File: src/rtl/cmon_spi_pkg.sv
package cmon_spi_pkg;

  typedef struct packed {
    logic cs_n;
    logic sck;
    logic sdi;
  } spi_pins_t;

  typedef struct packed {
    logic cs_fall;
    logic cs_rise;
    logic sck_rise;
    logic sck_fall;
  } spi_evt_t;

  localparam spi_pins_t PinsIdle = '{cs_n: 1'b1, sck: 1'b0, sdi: 1'b0};

endpackage

File: src/rtl/cmon_sync.sv
module cmon_sync #(
  parameter int unsigned W      = 1,
  parameter int unsigned STAGES = 2,
  parameter logic [W-1:0] RST_VAL = '0
) (
  input  logic         clk_i,
  input  logic         rst_ni,
  input  logic [W-1:0] d_i,
  output logic [W-1:0] q_o
);

  logic [STAGES-1:0][W-1:0] stg_q;

  always_ff @(posedge clk_i or negedge rst_ni) begin
    if (!rst_ni) begin
      stg_q <= {STAGES{RST_VAL}};
    end else begin
      stg_q[0] <= d_i;
      for (int s = 1; s < STAGES; s++) stg_q[s] <= stg_q[s-1];
    end
  end

  assign q_o = stg_q[STAGES-1];

endmodule

File: src/rtl/cmon_spi_edge.sv
module cmon_spi_edge
  import cmon_spi_pkg::*;
(
  input  logic      clk_i,
  input  logic      rst_ni,
  input  spi_pins_t pins_i,
  output spi_evt_t  evt_o
);

  spi_pins_t prev_q;

  always_ff @(posedge clk_i or negedge rst_ni) begin
    if (!rst_ni) prev_q <= PinsIdle;
    else         prev_q <= pins_i;
  end

  // serial clock edges count only inside a frame, never on the select edges
  logic in_frame;
  assign in_frame = !prev_q.cs_n && !pins_i.cs_n;

  assign evt_o.cs_fall  = prev_q.cs_n && !pins_i.cs_n;
  assign evt_o.cs_rise  = !prev_q.cs_n && pins_i.cs_n;
  assign evt_o.sck_rise = in_frame && !prev_q.sck && pins_i.sck;
  assign evt_o.sck_fall = in_frame && prev_q.sck && !pins_i.sck;

endmodule

File: src/rtl/cmon_status.sv
module cmon_status #(
  parameter int unsigned SW_W    = 8,
  parameter int unsigned FRAME_W = 16
) (
  input  logic               clk_i,
  input  logic               rst_ni,
  input  logic [SW_W-1:0]    sw_i,
  input  logic               ot_i,
  input  logic               cs_fall_i,
  output logic [FRAME_W-1:0] status_o,
  output logic               irq_o
);

  localparam int unsigned PadW = FRAME_W - SW_W - 1;

  logic [SW_W-1:0] ref_q;
  logic            irq_q;
  logic            ot_q;

  always_ff @(posedge clk_i or negedge rst_ni) begin
    if (!rst_ni) begin
      ref_q <= '0;
      irq_q <= 1'b0;
      ot_q  <= 1'b0;
    end else if (cs_fall_i) begin
      ref_q <= sw_i;
      irq_q <= 1'b0;
      ot_q  <= 1'b0;
    end else begin
      irq_q <= irq_q | (sw_i != ref_q);
      ot_q  <= ot_q | ot_i;
    end
  end

  generate
    if (PadW > 0) begin : g_pad
      assign status_o = {sw_i, ot_q | ot_i, {PadW{1'b0}}};
    end else begin : g_nopad
      assign status_o = {sw_i, ot_q | ot_i};
    end
  endgenerate

  assign irq_o = irq_q;

endmodule

File: src/rtl/cmon_spi_shifter.sv
module cmon_spi_shifter
  import cmon_spi_pkg::*;
#(
  parameter int unsigned FRAME_W = 16,
  parameter int unsigned CNT_W   = $clog2(FRAME_W + 2)
) (
  input  logic               clk_i,
  input  logic               rst_ni,
  input  spi_evt_t           evt_i,
  input  logic               sdi_i,
  input  logic [FRAME_W-1:0] status_i,
  output logic               sdo_o,
  output logic               sdo_oe_o,
  output logic [FRAME_W-1:0] cmd_o,
  output logic [CNT_W-1:0]   bit_cnt_o
);

  localparam logic [CNT_W-1:0] CntFull = CNT_W'(FRAME_W);
  localparam logic [CNT_W-1:0] CntSat  = CNT_W'(FRAME_W + 1);

  logic [FRAME_W-1:0] sh_q;
  logic [FRAME_W-1:0] cmd_q;
  logic [CNT_W-1:0]   cnt_q;
  logic               sdo_q;
  logic               oe_q;

  always_ff @(posedge clk_i or negedge rst_ni) begin
    if (!rst_ni) begin
      sh_q  <= '0;
      cmd_q <= '0;
      cnt_q <= '0;
      sdo_q <= 1'b0;
      oe_q  <= 1'b0;
    end else if (evt_i.cs_fall) begin
      sh_q  <= status_i;
      cnt_q <= '0;
      sdo_q <= status_i[FRAME_W-1];
      oe_q  <= 1'b1;
    end else begin
      if (evt_i.cs_rise) begin
        oe_q <= 1'b0;
        if (cnt_q == CntFull) cmd_q <= sh_q;
      end
      if (evt_i.sck_fall) begin
        sh_q <= {sh_q[FRAME_W-2:0], sdi_i};
        // saturate so an overlong frame never wraps back to a valid count
        if (cnt_q != CntSat) cnt_q <= cnt_q + 1'b1;
      end
      if (evt_i.sck_rise) sdo_q <= sh_q[FRAME_W-1];
    end
  end

  assign sdo_o     = sdo_q;
  assign sdo_oe_o  = oe_q;
  assign cmd_o     = cmd_q;
  assign bit_cnt_o = cnt_q;

endmodule

File: src/rtl/cmon_spi_slave.sv
module cmon_spi_slave
  import cmon_spi_pkg::*;
#(
  parameter int unsigned FRAME_W     = 16,
  parameter int unsigned SW_W        = 8,
  parameter int unsigned SYNC_STAGES = 2
) (
  input  logic               clk_i,
  input  logic               rst_ni,
  input  logic               cs_ni,
  input  logic               sck_i,
  input  logic               sdi_i,
  input  logic [SW_W-1:0]    sw_i,
  input  logic               ot_i,
  output logic               sdo_o,
  output logic               sdo_oe_o,
  output logic               irq_oe_o,
  output logic [FRAME_W-1:0] cmd_o
);

  localparam int unsigned CNT_W = $clog2(FRAME_W + 2);
  localparam int unsigned MON_W = SW_W + 1;

  spi_pins_t         pins_raw, pins_s;
  spi_evt_t          evt;
  logic [MON_W-1:0]  mon_s;
  logic [FRAME_W-1:0] status_w;
  logic [CNT_W-1:0]  bit_cnt;
  logic              cs_fall_w, cs_rise_w, sck_rise_w;

  assign pins_raw = '{cs_n: cs_ni, sck: sck_i, sdi: sdi_i};

  cmon_sync #(
    .W      ($bits(spi_pins_t)),
    .STAGES (SYNC_STAGES),
    .RST_VAL(PinsIdle)
  ) i_pin_sync (
    .clk_i (clk_i),
    .rst_ni(rst_ni),
    .d_i   (pins_raw),
    .q_o   (pins_s)
  );

  cmon_sync #(
    .W      (MON_W),
    .STAGES (SYNC_STAGES),
    .RST_VAL('0)
  ) i_mon_sync (
    .clk_i (clk_i),
    .rst_ni(rst_ni),
    .d_i   ({sw_i, ot_i}),
    .q_o   (mon_s)
  );

  cmon_spi_edge i_edge (
    .clk_i (clk_i),
    .rst_ni(rst_ni),
    .pins_i(pins_s),
    .evt_o (evt)
  );

  cmon_status #(
    .SW_W   (SW_W),
    .FRAME_W(FRAME_W)
  ) i_status (
    .clk_i    (clk_i),
    .rst_ni   (rst_ni),
    .sw_i     (mon_s[MON_W-1:1]),
    .ot_i     (mon_s[0]),
    .cs_fall_i(evt.cs_fall),
    .status_o (status_w),
    .irq_o    (irq_oe_o)
  );

  cmon_spi_shifter #(
    .FRAME_W(FRAME_W),
    .CNT_W  (CNT_W)
  ) i_shifter (
    .clk_i    (clk_i),
    .rst_ni   (rst_ni),
    .evt_i    (evt),
    .sdi_i    (pins_s.sdi),
    .status_i (status_w),
    .sdo_o    (sdo_o),
    .sdo_oe_o (sdo_oe_o),
    .cmd_o    (cmd_o),
    .bit_cnt_o(bit_cnt)
  );

  assign cs_fall_w  = evt.cs_fall;
  assign cs_rise_w  = evt.cs_rise;
  assign sck_rise_w = evt.sck_rise;

endmodule

File: config.mk
export PLATFORM = sky130hd
export DESIGN_NAME = cmon_spi_slave
export DESIGN_NICKNAME = d
export VERILOG_FILES = /design/src/rtl/cmon_spi_pkg.sv /design/src/rtl/cmon_sync.sv /design/src/rtl/cmon_spi_edge.sv /design/src/rtl/cmon_status.sv /design/src/rtl/cmon_spi_shifter.sv /design/src/rtl/cmon_spi_slave.sv
export SDC_FILE = /design/constraint.sdc
export NUM_CORES = 1
export LEC_CHECK = 0
export BUFFER_PORTS_ARGS = -buffer_cell sky130_fd_sc_hd__buf_2
export CAP_MARGIN = 25
export CORE_MARGIN = 2
export CORE_UTILIZATION = 25
export DETAILED_ROUTE_END_ITERATION = 8
export GPL_ROUTABILITY_DRIVEN = 0
export PLACE_DENSITY = 0.44
export SYNTH_ARGS = -nofsm -noshare
export SYNTH_HDL_FRONTEND = slang
export SYNTH_SLANG_ARGS = --single-unit
File: constraint.sdc
create_clock -name clk_i -period 1.9 [get_ports clk_i]
set_input_delay 0.19 -clock clk_i [delete_from_list [all_inputs] [get_ports clk_i]]
set_output_delay 0.19 -clock clk_i [all_outputs]
set_load 0.03 [all_outputs]
# --- Word level (Yosys, flattened, before mapping) ---
# Index checks and enable logic that the tools add are counted.
# Widths: inputs -> output; s select.
totals:
  in_bits: 14
  word_cells: 49
  output_inout_bits: 19
  reg_bits: 75
classes:
  reduce_logical: 17
  n_addsub: 1
  n_bitwise: 3
  eq_ne: 3
  muxes: 11
ops:
  columns: ["cell", "count"]
  rows:
  - ["$mux 16", 2]
  - ["$mux 5", 3]
  - ["$ne 8x8->1", 1]
  - ["$reduce_bool 2->1", 4]
  - ["$logic_and 1x1->1", 7]
  - ["$mux 1", 6]
  - ["$add 5x1->5 const B", 1]
  - ["$eq 5x5->1 const B", 1]
  - ["$ne 5x5->1 const B", 1]
  - ["$logic_not 1->1", 4]
  - ["$reduce_and 3->1", 1]
  - ["$or 1x1->1", 2]
  - ["$reduce_and 2->1", 1]
  - ["$not 1->1", 1]

# --- Depth between registers and ports, before layout ---
# Gate-level depths: netlist of run 1.
logic_depth:
  word_depth: 6
  depth_mapped: 7
  depth_no_buf: 5

# --- Hierarchy ---
# Synthesis of run 1 repeated with hierarchy kept, for this count alone.
hier_totals:
  cells_unflattened: 234
  hier_area_um2: 3116.7
by_module_without_submodules:
  columns: ["mod", "seq_area_each_um2", "area_per_inst_um2", "cells_per_inst", "n_inst"]
  rows:
  - ["cmon_spi_shifter", 975.9, 1775.5, 143, 1]
  - ["cmon_status", 250.2, 565.5, 49, 1]
  - ["cmon_sync (i_mon_sync)", 450.4, 518.0, 27, 1]
  - ["cmon_sync (i_pin_sync)", 152.6, 175.2, 9, 1]
  - ["cmon_spi_edge", 51.3, 82.6, 6, 1]

# --- Worst setup path before layout of run 1 ---
# OpenSTA, ideal clock, no wires.
synth_timing:
  kind: "flip-flop to flip-flop"
  from: "register i_edge.prev_q[2] (netlist bit)"
  to: "register i_shifter.cmd_q[0], in the netlist i_shifter.cmd_o[0]"
  required_ns: 1.775
  setup_slack_ns: 0.309
  arrival_time_ns: 1.466
  synth_period_minus_slack_ns: 1.591
  path_buffers: 2
  setup_ns: 0.125
  stages_incl_launch_ff: 7
  cell_sequence: "dfstp_2 > inv_1 > ha_1 > and4_1 > buf_6 > buf_12 > mux2_4"
synth_via:
  elab_chain_len: 3
  word_cells_on_any_way: 5
  cone_classes: "bitwise: 1; reduce/logical: 4"
synth_rtl:
  columns: ["element", "line_no", "rtl"]
  rows:
  - ["from (decl)", "cmon_spi_edge.sv:10", "spi_pins_t prev_q;"]
  - ["from (signal assigned)", "cmon_spi_edge.sv:13", "if (!rst_ni) prev_q <= PinsIdle;"]
  - ["from (signal assigned)", "cmon_spi_edge.sv:14", "else prev_q <= pins_i;"]
  - ["$logic_not 1->1 / $logic_and 1x1->1 (equally long branches)", "cmon_spi_edge.sv:22, cmon_spi_edge.sv:21", null]
  - ["$logic_and 1x1->1 / $not 1->1 (equally long branches)", null, null]
  - ["$reduce_and 3->1 (no source line) (*)", null, null]
  - ["to (signal assigned)", "cmon_spi_shifter.sv:42", "if (cnt_q == CntFull) cmd_q <= sh_q;"]
  - ["to (decl)", "cmon_spi_shifter.sv:22", "logic [FRAME_W-1:0] cmd_q;"]
# Mark *: on every way between the ends. The rest lies on a longest branch, timed or not.
# A chain may end at the register's enable or synchronous reset.

# --- Worst setup path in the final report of run 1 ---
layout_timing:
  from: "register i_edge.prev_q[2] (netlist bit)"
  to: "register i_shifter.cmd_q[8], in the netlist i_shifter.cmd_o[8]"
# The elaborated chain is that of the path after synthesis.

==> results of run 1 <==
## synthesized netlist by cell type (all sizes together)
library cell	instances
xor2	8
a21oi	13
mux2	18
nand4b	1
dfrtp	72
or3	3
nand3	3
a31oi	2
ha	6
dfstp	3
nand3b	2
nor2	5
buf	5
nor4	1
or4bb	1
o21ai	20
nand2	25
and4	1
inv	12
clkbuf	4
mux2i	9
and3b	1
and4bb	1
nor3	1
## per-layer routing
metal  up-vias  share of wire  global-route usage
met5         -              0                   0
met4         0          0.023             0.04444
met3        12          0.044             0.03007
met2        30           0.45              0.1513
met1       811           0.48              0.1203
li1        840              -                   -
## power groups by stage
stage,registers [mW],logic (mW),clock network [mW]
after floorplan,1.78,0.106,0
after CTS,1.75,0.229,1.70
after global placement,1.78,0.204,0
after global routing,1.77,0.260,1.78
after detailed placement,1.78,0.208,0
final,1.75,0.220,1.66
## per-stage QoR
stage | utilization | hold WS, ns | worst slack, ns | instance area (um2)
6_report | 0.3215 | 0.3472 | 0.3173 | 3640
5_1_grt | 0.3215 | 0.3525 | 0.1818 | 3640
4_1_cts | 0.3214 | 0.3499 | 0.1805 | 3638
3_5_place_dp | 0.2836 | 0.1888 | 0.1941 | 3211
3_3_place_gp | 0.2836 | 0.1815 | 0.2378 | 3211
2_1_floorplan | - | -0.1056 | 0.3085 | 2865
## worst reg2reg max path: cells and delay by family, from the launching register on
kind,cells,cell delay (ns)
fa+ha+maj,1,0.20
buf+inv,2,0.22
flops,1,0.53
mux,1,0.30
simple gates,1,0.22
## layout make-up
class / count / area [um2] / share of cell area
tap: 143 / 178.9 / 0.04916
timing repair buffer: 52 / 357.8 / 0.09832
clock buffer: 11 / 252.7 / 0.06944
sequential: 75 / 1881 / 0.5167
clock inverter: 5 / 45.04 / 0.01238
multi-input combinational: 121 / 879.6 / 0.2417
inverter: 12 / 45.04 / 0.01238
## worst min-delay path by stage
stage | start | endpoint | cells after the start
2_1_floorplan | rst_ni | i_edge.prev_q[1]$_DFF_PN0_ | 0
3_3_place_gp | rst_ni | i_mon_sync.stg_q[2]$_DFF_PN0_ | 1
3_5_place_dp | rst_ni | i_mon_sync.stg_q[2]$_DFF_PN0_ | 1
4_1_cts | i_pin_sync.stg_q[0]$_DFF_PN0_ | i_pin_sync.q_o[0]$_DFF_PN0_ | 0
5_1_grt | i_mon_sync.stg_q[4]$_DFF_PN0_ | i_mon_sync.q_o[4]$_DFF_PN0_ | 0
6_report | rst_ni | i_shifter.cmd_o[12]$_DFFE_PN0P_ | 2
## cells by family (layout without fill, tap and decap cells)
kind of cell	after synthesis	in the layout	share of synthesized area
xor gates and xnor gates	8	8	0.02446
adders and majority gates	6	6	0.02620
buffers and inverters	21	80	0.03711
muxes	27	27	0.1153
DFF	75	75	0.6563
AOI/OAI and AO/OA	35	35	0.06201
and+or+nand+nor	45	45	0.07860
## sequential cells by signal, indices dropped and copies added, names as in the netlist, 2 cells and up
| signal | cells |
|---|---|
| i_edge.prev_q | 2 |
| i_mon_sync.q_o | 9 |
| i_mon_sync.stg_q | 9 |
| i_pin_sync.q_o | 3 |
| i_pin_sync.stg_q | 3 |
| i_shifter.bit_cnt_o | 5 |
| i_shifter.cmd_o | 16 |
| i_shifter.sh_q | 16 |
| i_status.ref_q | 8 |
## repair_timing
| item | 4_1_cts | 5_1_grt |
|---|---|---|
| gates resized for setup | 0 | 1 |
| hold buffers | 13 | 0 |
| setup endpoints to repair | 0 | 1 |
| endpoints found under the hold margin | 40 | 0 |
| buffers inserted | 0 | 0 |
==> results.yml, run 1 <==
placed_design:
  dp.cells: 390
  dpl.hpwl_um: 3402
  io_buffers: 32
timing:
  fin_setup_tns_ns: 0
  min_period_ns: 1.583
  fin_crit_sh: 0.8330
  slew_viol_final: 0
  max_freq_ghz: 0.6318
  setup_viol: 0
  slew_headroom: 0.6923
  worst_pin_slew_ns: 0.4615
  rsz0062_at_grt: "false"
  fin_skew_ns: 0.008340
  finalHoldViolations: 0
power_and_ir_drop:
  power.internal_mw: 2.762
  power_mw: 3.628
  pwr-share-clk: 0.457
  peakVddDrop_v: 0.0003777
  p_switching_uw: 866.8
  leakagePower_nw: 1.717
  cellPowerDensity_nw_per_um2: 996.9
  comb_power_share: 0.061
  seq_power_share: 0.483
  swShare: 0.2389
cts:
  cts_tree: "yes"
  cts_sinks: 75
  clk_path_buf_depth: 2
  numCtsBuffers: 9
  path_clk_slew_ns: 0.06
  htree_levels: 3
  cts_root_buffer: "clkbuf_16"
  insertion_delay_ns: 0.33
floorplan:
  fp.dieH_um: 111.1
  io_pins: 33
  start_util: 0.2531
  dieArea_um2: 12330
  coreArea_um2: 11320
  rows: 39
  dieWidth_um: 111.1
critical_path:
  reg2reg_depth: 5
  path_depth: 5
  arrival_ns: 1.79
  reg2reg_slack_ns: 0.32
  cp-end-kind: "flop"
  crit_family: "flip-flops"
  r2r_end: "i_shifter.cmd_o[8]$_DFFE_PN0P_"
  cpMaxStageDelayCell: "dfstp_2"
  crit_fanout: 16
  crit_chain: "inv_1 -> ha_1 -> and4_1 -> buf_12 -> mux2_4"
  worstPathRequired_ns: 2.11
  setup.worst_path.end: "i_shifter.cmd_o[8]$_DFFE_PN0P_"
  crit_start: "i_edge.prev_q[2]$_DFF_PN1_"
  path_buf_inv: 2
  start_kind: "flop"
  worstSetupPathType: "flop to flop"
  slowest_delay_ns: 0.53
  r2r_start: "i_edge.prev_q[2]$_DFF_PN1_"
hold_path:
  min_path_type: "input pin to async pin"
logic_synthesis:
  synth_nets: 237
  ys_warn_count: 0
  syn_area_um2: 2865
  syn_avg_cell_area_um2: 13.20
  netlist_instances: 217
  yosysTopAreaCellShare: 0.6288
  ys_types: 28
  ys_ff_latch: 75
  yosysSeqAreaShare: 0.6563
  synth_area_leaders: "dfrtp_1, mux2_4, o21ai_0"
  yosys.area.top_type: "dfrtp_1"
global_route:
  grt_max_degree: 35
  grtUsageTotal: 0.09579
  grt_pass1_wl_um: 9287
  antenna_found_initial: 0
  grt_pass1_vias: 1856
  globalRoute.totalOverflow: 0
route:
  drtAntennaViolNets: 0
  routed-via-count: 1693
  drt_pass1_iterations: 4
  routedWlPerCell_um: 12.46
  wirelength_um: 5219
  via_per_inst: 4.041
  first_iter_violations: 48
  drc: 0
final_layout:
  area_delta_synth_final_pct: 27.03
  final_cell_mix: "dfrtp_1, buf_2, nand2_1"
  fin_cells: 419
  antenna_cells: 0
  final_layout_size_suffix_gt1_frac: 0.2899
  nets: 291
  final_common_cell: "dfrtp_1"
  fill_cells: 1158
outcome:
  status: "finished clean"
run:
  max_cap_violations: 0
No activity file was read; power rests on OpenSTA's default activity.
==> inputs of run 2 (changes only) <==
==> constraint.sdc (replaced) <==
create_clock -name clk_i -period 1.5 [get_ports clk_i]
set_input_delay 0.15 -clock clk_i [delete_from_list [all_inputs] [get_ports clk_i]]
set_output_delay 0.15 -clock clk_i [all_outputs]
set_load 0.03 [all_outputs]
==> results.yml, run 2 (synthesis results as in run 1) <==
outcome:
  status: "finished, violations left"
  violations: "setup timing"
timing:
  fin_setup_tns_ns: -0.4553
  fin_worst_hold_slack_ns: 0.2880
  min_period_ns: 1.538
  max_freq_ghz: 0.6502
  worst_pin_slew_ns: 0.4115
  slew_viol_final: 0
  setup_viol: 18
  fin_crit_sh: 1.025
  finalHoldViolations: 0
  layout_setup_ws_ns: -0.03799
  slew_headroom: 0.7257
  rsz0062_at_grt: "true"
  fin_skew_ns: 0.007702
critical_path:
  crit_fanout: 8
  cp-end-kind: "flop"
  cpMaxStageDelayCell: "dfstp_2"
  start_kind: "flop"
  arrival_ns: 1.75
  worstPathRequired_ns: 1.71
  worstSetupPathType: "flop to flop"
  slowest_delay_ns: 0.55
  r2r_start: "i_pin_sync.q_o[2]$_DFF_PN1_"
  crit_start: "i_pin_sync.q_o[2]$_DFF_PN1_"
  crit_chain: "ha_2 -> and4_4 -> buf_8 -> mux2_4"
power_and_ir_drop:
  peakVddDrop_v: 0.0005342
  power_mw: 4.828
  leakagePower_nw: 1.825
  cellPowerDensity_nw_per_um2: 1228
run:
  max_cap_violations: 0
placed_design:
  io_buffers: 32
  dpl.hpwl_um: 3651
route:
  routed-via-count: 1797
  first_iter_violations: 63
  routedWlPerCell_um: 13.15
  drt_pass1_iterations: 4
  wirelength_um: 5707
  drtAntennaViolNets: 0
  drc: 0
  via_per_inst: 4.141
final_layout:
  final_cell_mix: "dfrtp_1, buf_2, nand2_1"
  final_layout_size_suffix_gt1_frac: 0.3814
  nets: 306
  fill_cells: 1134
  antenna_cells: 0
  area_delta_synth_final_pct: 37.21
  final_common_cell: "dfrtp_1"
floorplan:
  coreArea_um2: 11320
  io_pins: 33
  fp.dieH_um: 111.1
  dieArea_um2: 12330
  rows: 39
  start_util: 0.2531
  dieWidth_um: 111.1
cts:
  cts_tree: "yes"
  htree_levels: 3
  insertion_delay_ns: 0.33
  cts_root_buffer: "clkbuf_16"
  cts_sinks: 75
  numCtsBuffers: 9
  clk_path_buf_depth: 2
  path_clk_slew_ns: 0.06
global_route:
  grt_max_degree: 46
  grtUsageTotal: 0.09689
  globalRoute.totalOverflow: 0
  antenna_found_initial: 0
  grt_pass1_vias: 1825
  grt_pass1_wl_um: 9252
hold_path:
  min_path_type: "input pin to async pin"
## run 2: changes by cell type in the layout (fill, tap and decap cells not counted), moves of 3 or more
cell     previous run  this run
o21ai_0            20        11
o21ai_1             0         8
a21oi_1            13         8
a21oi_2             0         5
buf_6               0         5
mux2_2              8         3
mux2_4             10        15
buf_4               7        11
ha_1                6         2
buf_8               0         3
nand2_1            25        22
nand2_2             0         3
## run 2: area by class of cell
cell class | count | area, um2 | area share
tap | 143 | 178.9 | 0.04551
multi-input combinational | 121 | 970.9 | 0.2470
clock buffer | 13 | 270.3 | 0.06875
timing repair buffer | 67 | 539.3 | 0.1372
sequential | 75 | 1881 | 0.4784
clock inverter | 3 | 46.29 | 0.01178
inverter | 12 | 45.04 | 0.01146
## run 2: power by group
group | switching (mW) | internal [mW] | total [mW]
sequential | 0.0800 | 2.14 | 2.22
clock | 0.840 | 1.43 | 2.27
combinational | 0.175 | 0.163 | 0.338
## run 2: path summary, 6_finish.rpt
path / slack [ns] / endpoint / depth (start not counted)
max reg2reg: -0.04 / i_shifter.cmd_o[2]$_DFFE_PN0P_ / 4
min in group clk_i: 0.35 / i_mon_sync.q_o[5]$_DFF_PN0_ / 0
max: -0.04 / i_shifter.cmd_o[2]$_DFFE_PN0P_ / 4
min: 0.29 / i_mon_sync.stg_q[3]$_DFF_PN0_ / 2
min reg2reg: 0.35 / i_mon_sync.q_o[5]$_DFF_PN0_ / 0
max in group asynchronous: 0.63 / i_shifter.cmd_o[1]$_DFFE_PN0P_ / 3
## run 2: per-stage QoR
stage	instance area, um2	setup WS (ns)	cells	utilization
2_1_floorplan	2873	-0.01746	217	-
3_3_place_gp	3286	-0.08015	398	0.2902
3_5_place_dp	3286	-0.1103	398	0.2902
4_1_cts	3815	-0.03699	430	0.3370
5_1_grt	3931	-0.1042	434	0.3473
6_report	3931	-0.03799	434	0.3473
## run 2: layer usage
| metal | vias to the layer above | global-route usage | share of wire |
|---|---|---|---|
| met5 | - | 0 | 0 |
| met4 | 0 | 0.05679 | 0.019 |
| met3 | 9 | 0.02843 | 0.032 |
| met2 | 29 | 0.1382 | 0.45 |
| met1 | 887 | 0.1305 | 0.50 |
| li1 | 872 | - | - |
## run 2: worst max-delay path: cells and delay by family, from the launching register on
kind / cells / cell delay, ns
simple gates: 1 / 0.25
mux: 1 / 0.30
flops: 1 / 0.55
buf+inv: 1 / 0.15
fa+ha+maj: 1 / 0.16
## run 2: timing repair
action                     CTS  global route
pin swaps                    2             9
buffers inserted             3             2
hold endpoints to repair    39             0
hold buffers                13             0
cloned                       0             2
gates resized for setup     19            27
setup endpoints to repair   27            45
